[config.mk]
export PLATFORM = sky130hd
export DESIGN_NAME = clock_victim_sel
export DESIGN_NICKNAME = d
export VERILOG_FILES = /design/src/rtl/clock_victim_sel.sv
export SDC_FILE = /design/constraint.sdc
export NUM_CORES = 1
export LEC_CHECK = 0
export ABC_AREA = 1
export BUFFER_PORTS_ARGS = -buffer_cell sky130_fd_sc_hd__buf_4
export CAP_MARGIN = 20
export CORE_MARGIN = 3
export CORE_UTILIZATION = 60
export DETAILED_ROUTE_END_ITERATION = 10
export PLACE_DENSITY = 0.92
export SYNTH_ARGS = -nofsm -noshare
export SYNTH_HDL_FRONTEND = slang
export SYNTH_SLANG_ARGS = --single-unit
[constraint.sdc]
create_clock -name clk -period 2.8 [get_ports clk]
set_input_delay 0.56 -clock clk [delete_from_list [all_inputs] [get_ports clk]]
set_output_delay 0.56 -clock clk [all_outputs]
set_load 0.02 [all_outputs]
[src/rtl/clock_victim_sel.sv]
module clock_victim_sel #(
  parameter int NFRAMES = 8,
  localparam int IW = (NFRAMES > 1) ? $clog2(NFRAMES) : 1
) (
  input  logic          clk,
  input  logic          rst_n,
  input  logic          acc_valid,
  input  logic [IW-1:0] acc_frame,
  input  logic          acc_store,
  input  logic          reload_valid,
  input  logic [IW-1:0] reload_frame,
  input  logic          req,
  input  logic          prefer_clean,
  output logic          busy,
  output logic          done,
  output logic [IW-1:0] victim,
  output logic          victim_dirty
);
  localparam int CW = $clog2(2 * NFRAMES) + 1;
  localparam logic [IW-1:0] LAST = IW'(NFRAMES - 1);
  localparam logic [CW-1:0] LIMIT = CW'(2 * NFRAMES - 1);

  logic [NFRAMES-1:0] ref_q, dirty_q;
  logic [IW-1:0] ptr_q, cur_q, fb_idx_q, victim_q;
  logic [CW-1:0] cnt_q;
  logic busy_q, clean_q, fb_v_q, done_q, vdirty_q;

  function automatic logic [IW-1:0] nxt(input logic [IW-1:0] i);
    return (i == LAST) ? '0 : i + 1'b1;
  endfunction

  wire cur_ref   = ref_q[cur_q];
  wire cur_dirty = dirty_q[cur_q];
  wire hit_clean = !cur_ref && !cur_dirty;
  wire last_exam = (cnt_q == LIMIT);
  wire pick      = busy_q && (clean_q ? (hit_clean || last_exam) : !cur_ref);
  wire [IW-1:0] pick_idx = (clean_q && !hit_clean && fb_v_q) ? fb_idx_q : cur_q;
  wire scan_clr  = busy_q && cur_ref;

  for (genvar i = 0; i < NFRAMES; i++) begin : g_frame
    wire acc_hit = acc_valid && (acc_frame == IW'(i));
    wire rl_hit  = reload_valid && (reload_frame == IW'(i));
    always_ff @(posedge clk or negedge rst_n) begin
      if (!rst_n) begin
        ref_q[i]   <= 1'b0;
        dirty_q[i] <= 1'b0;
      end else begin
        if (acc_hit)                                ref_q[i] <= 1'b1;
        else if (rl_hit)                            ref_q[i] <= 1'b0;
        else if (scan_clr && cur_q == IW'(i))       ref_q[i] <= 1'b0;
        if (acc_hit && acc_store)                   dirty_q[i] <= 1'b1;
        else if (rl_hit)                            dirty_q[i] <= 1'b0;
      end
    end
  end

  always_ff @(posedge clk or negedge rst_n) begin
    if (!rst_n) begin
      busy_q   <= 1'b0;
      clean_q  <= 1'b0;
      ptr_q    <= LAST;
      cur_q    <= '0;
      cnt_q    <= '0;
      fb_v_q   <= 1'b0;
      fb_idx_q <= '0;
      done_q   <= 1'b0;
      victim_q <= '0;
      vdirty_q <= 1'b0;
    end else begin
      done_q <= 1'b0;
      if (!busy_q) begin
        if (req) begin
          busy_q  <= 1'b1;
          clean_q <= prefer_clean;
          cur_q   <= nxt(ptr_q);
          cnt_q   <= '0;
          fb_v_q  <= 1'b0;
        end
      end else if (pick) begin
        busy_q   <= 1'b0;
        done_q   <= 1'b1;
        victim_q <= pick_idx;
        vdirty_q <= dirty_q[pick_idx];
        ptr_q    <= pick_idx;
      end else begin
        cur_q <= nxt(cur_q);
        cnt_q <= cnt_q + 1'b1;
        if (!fb_v_q && !cur_ref) begin
          fb_v_q   <= 1'b1;
          fb_idx_q <= cur_q;
        end
      end
    end
  end

  assign busy         = busy_q;
  assign done         = done_q;
  assign victim       = victim_q;
  assign victim_dirty = vdirty_q;
endmodule


After elaboration in Yosys (flattened, before gate mapping). Index checks and enable logic that the tools add are counted.

Add/subtract/negate cells: 3. Magnitude comparators: 2. Equal/unequal tests: 25. Multiplexer cells: 65. Bitwise operators: 2. Reduce and logical (&&, ||, !) cells: 68.

Operator list (count): $mux 1 (53); $eq 3x3->1 const B (13); $logic_and 1x1->1 (38); $reduce_bool 3->1 (8); $eq 3x2->1 const B (6); $mux 3 (6); $reduce_bool 2->1 (9); $mux 5 (3); $bmux 1 s3 (3); $eq 3x1->1 const B (3); $logic_not 3->1 (3); $lt 3x4->1 const B (2); $add 3x1->3 const B (2); $reduce_and 2->1 (3); $reduce_and 3->1 (2); $add 5x1->5 const B (1); $eq 5x4->1 const B (1); $logic_not 1->1 (4); $ne 2x1->1 const B (1); $ne 2x2->1 const B (1); $not 1->1 (2); $logic_or 1x1->1 (1).

Flip-flop bits (word level): 38. Output and inout port bits: 6. Logic and storage cells: 191.

Depth between registers and ports, before layout.
Depth in word-level cells: 10. Mapped depth: 16. Mapped depth without buffers: 14.

Least setup slack after synthesis. Ideal clock, no wire load.

Path kind: reg-to-reg. From: register cur_q[0]. To: register vdirty_q, in the netlist victim_dirty. Library setup time: 0.124 ns. Data arrival time: 1.612 ns. Slack: 1.064 ns. Cell stages (with the launch flop): 17. Buffers on the path: 2. Period minus slack after synthesis: 1.736 ns. Cells stage by stage: dfrtp_1 -> buf_6 -> inv_6 -> buf_12 -> nand2_1 -> nand3_1 -> nand2_1 -> nand2_1 -> nand2_1 -> nand2_2 -> nand3_4 -> nand2_1 -> nand2_1 -> nand2_1 -> nand3_1 -> nand3_1 -> nand3_1.

Cells in the longest elaborated chain, start to end: 10. Elaborated cells between the ends (all ways): 17. Classes of those cells: 8 x mux; 9 x reduce/logical.

Ends and longest elaborated chain: start: declaration (line 24) `logic [IW-1:0] ptr_q, cur_q, fb_idx_q, victim_q;`; start signal: assignment (line 75) `cur_q <= nxt(ptr_q);`; start signal: assignment (line 86) `cur_q <= nxt(cur_q);`; $bmux 1 s3, on equally long branches (line 32, 33); $mux 1, on equally long branches (line 32, 33); $logic_not 1->1, on equally long branches (line 34, 36); $logic_and 1x1->1 (line 34) `wire hit_clean = !cur_ref && !cur_dirty;`; $logic_not 1->1 (line 37) `wire [IW-1:0] pick_idx = (clean_q && !hit_clean && fb_v_q) ? fb_idx_q : cur_q;`; $logic_and 1x1->1 (2 in series) (line 37); $mux 3 (line 37); $bmux 1 s3 (line 83) `vdirty_q <= dirty_q[pick_idx];`; $mux 1 (implied by the code) (line 83); end signal: assignment (line 83); end: declaration (line 26) `logic busy_q, clean_q, fb_v_q, done_q, vdirty_q;`.

Parallel ways exist; a longest one is shown, timed or not. The select of a mux whose other input is x is not followed. A chain may end at the register's enable or synchronous reset.

Worst setup path after layout.
From: register cur_q[0]. To: register cnt_q[1].

Cells in the longest elaborated chain, start to end: 9. Elaborated cells between the ends (all ways): 12. Classes of those cells: 1 x eq/ne; 5 x mux; 6 x reduce/logical.

Ends and longest elaborated chain: $bmux 1 s3, on equally long branches (line 32, 33); $mux 1, on equally long branches (line 32, 33); $logic_not 1->1, on equally long branches (line 34, 36); $logic_and 1x1->1 (line 34); $logic_or 1x1->1 (line 36) `wire pick = busy_q && (clean_q ? (hit_clean || last_exam) : !cur_ref);`; $mux 1 * (line 36); $logic_and 1x1->1 * (line 36); $ne 2x2->1 (no source line) *; $reduce_and 2->1 (no source line) *; end signal: assignment (line 87) `cnt_q <= cnt_q + 1'b1;`; end: declaration (line 25) `logic [CW-1:0] cnt_q;`.

Every way passes the cells marked *; elsewhere a longest branch is shown, timed or not. The select of a mux whose other input is x is not followed.

==> reports/qor.csv <==
metric,value,unit
DP Wirelength,3476,µm
Worst Max-Slew Pin Slew,477.6,ps
RSZ-0062 raised after global routing,false,
Max stage delay on crit path,640,ps
Synth Area in Compound Gates,0.1030,
"most used cell, CP",nand2_2,
post-synthesis simple-gate area fraction,0.3068,
Yosys reg bits,38,
GR Util met3,0.05059,
routed length per instance,13.82,µm
syn nets,296,
Post CTS Setup Buffer Count,0,
layout cells sized above 1,0.1667,
met2 GRT Util,0.3779,
final hold vios,0,
GRT busiest layer,met2,
Slew HR,0.6816,
post-cts gate resize count,0,
Worst Path Max Fanout,14,
Port Buffers,18,
Mapped Cells,273,
worst setup path start,cur_q[0],
worst-case clock buffer depth,2,
area share of fa/ha/maj cells after synthesis,0.05692,
Lkg Pwr,0.001249,µW
Peak VDD IR,0.0004847,V
R2R Path Start,cur_q[0],
dpl ws,705.2,ps
drt first-iter violations,131,
total congestion overflow,0,
Chip Width,66.53,µm
Mapped Area,2198,µm²
Max Slew Vio Count,0,
Vias,1952,
number of global-route vias before repair,1791,
setup TNS,0,ps
skew final,2.859,ps
CP max-delay cell,dfrtp_1,
post-layout min period,2159,ps
multiplexer area fraction after synthesis,0,
hold buffers post-CTS,0,
fin cells,340,
Reg2Reg Depth,12,
FP Rows,21,
CTS tree,built,
Ant. Diodes,0,
fin util,0.7103,
DRC,0,
number of antenna violations at the first check in global routing,0,
Num Clock Sinks,38,
kind of critical path,flop to flop,
first-pass GRT wire length,7893,µm
Worst setup SP type,flop,
max_cap viols,0,
drt first pass iters,5,
combinational family with the most area after synthesis,simple AND/OR/NAND/NOR gates,
Min-Delay Path Class,primary input to async pin,
Tot GR Track Use,0.2351,
"Clk pin slew, worst setup/hold paths",80,ps
H-Tree Level Count,2,
Tcrit/Tclk final,0.7711,
CTS buffer count,5,
met1 GRT Util,0.3011,
Area Growth Syn to Fin,11.21,%
Critical Path RT,2990,ps
worst skew pair latency,300,ps
root buf cell,clkbuf_8,
outcome,"complete, no violations",
nets,316,
initial core utilization,0.6387,
total core area,3442,µm²
power per standard cell area,1144,nW/µm²
IO Count,19,
FF-to-FF setup slack,640,ps
final setup fails,0,
syn_area_per_cell,8.053,µm²
xor/xnor cell area share of the yosys netlist,0.007968,
Detailed Route WL,4698,µm
die area,4426,µm²
GPL Wtd Cong,0.9280,
vias per cell,5.741,
largest net degree at the start of global routing,39,
Unique masters post-synth,33,
die height,66.53,µm
"critical path, cell by cell",inv_6 > nand2_1 > nand3_1 > nand3_2 > nand2_4 > nand2_2 > nand3b_1 > nand2_2 > nand2_4 > nand2_2 > inv_1 > a22o_1,
CP Capture Type,flop,
fin worst setup slack,640.9,ps
antenna-violating nets left,0,
FMAX,463.2,MHz
placed instance count,332,
final hold slack,219.1,ps
sequential area share after synthesis,0.4343,
Yosys Warn Count,0,
critical path arrival,2340,ps
final timing paths:
kind	to
max reg2reg	cnt_q[1]
max in group asynchronous	ptr_q[1]
min in group clk	clean_q
min reg2reg	ptr_q[2]
max	cnt_q[1]
min	busy
flip-flops by register name, indices dropped and copies added, names as in the netlist:
register / count
cur_q: 3
fb_idx_q: 3
clean_q: 1
dirty_q: 8
ref_q: 8
busy: 1
fb_v_q: 1
done: 1
ptr_q: 3
victim_dirty: 1
cnt_q: 5
victim: 3
per-stage QoR:
stage	cell area [µm²]	power [µW]
floorplan	2198	2042
global placement	2331	2253
detailed placement	2331	2310
CTS	2445	2791
global route	2445	3012
finish	2445	2797
layout by cell type (no fill, tap or decap), types with 10 or more instances in the layout:
cell type / Yosys / final
buf_4: 0 / 18
nand2_1: 76 / 76
nand3_1: 31 / 31
o21ai_0: 22 / 22
nor2_1: 16 / 16
dfrtp_1: 35 / 35
ha_1: 10 / 10
inv_1: 33 / 33
power breakdown:
group | switching [µW] | leakage (µW) | internal [µW]
Combinational | 845 | 0.000730 | 474
Clock | 203 | 0.0000504 | 265
Sequential | 228 | 0.000469 | 782
Total | 1280 | 0.00125 | 1520
routing by layer:
layer  part of all wire  up-vias  wire, µm
met4              0.023        0       109
met5                  0        -         0
li1                   -      936         -
met1               0.43      915      2006
met2               0.48       88      2260
met3              0.068       13       321
critical path, delay by kind of cell (launching register included):
family | cells | cell delay, ps
DFF | 1 | 640
and+or+nand+nor | 9 | 990
AOI/OAI and AO/OA | 1 | 190
buffers and inverters | 2 | 230
area by class of cell:
type	instances	area [µm²]
clock buffer	5	68.82
clock inverter	3	45.04
fill	270	997.2
inverter	36	140.1
multi-input combinational	194	1044
sequential	38	954.7
tap	46	57.56
timing repair buffer	18	135.1
Yosys cell counts, drive strengths merged:
master / instances / area [µm²]
o21ai: 24 / 120.1
xor2: 1 / 8.760
inv: 36 / 140.1
or2: 1 / 6.260
nand2: 84 / 350.3
o31ai: 1 / 7.510
a21oi: 1 / 8.760
o22ai: 5 / 31.28
dfrtp: 35 / 875.8
dfstp: 3 / 78.83
xnor2: 1 / 8.760
buf: 3 / 42.54
o211ai: 4 / 35.03
nand4: 4 / 25.02
nand3b: 1 / 7.510
nor2: 18 / 72.57
ha: 10 / 125.1
a31oi: 1 / 6.260
o32ai: 1 / 8.760
a22o: 1 / 8.760
clkbuf: 2 / 17.51
nand3: 36 / 212.7
logic make-up after synthesis:
kind of cell / after synthesis
and+or+nand+nor: 144
DFF: 38
xor gates and xnor gates: 2
buffers and inverters: 41
AOI/OAI and AO/OA: 38
adders and majority gates: 10
Note: power is estimated with default switching activity, not from simulation.
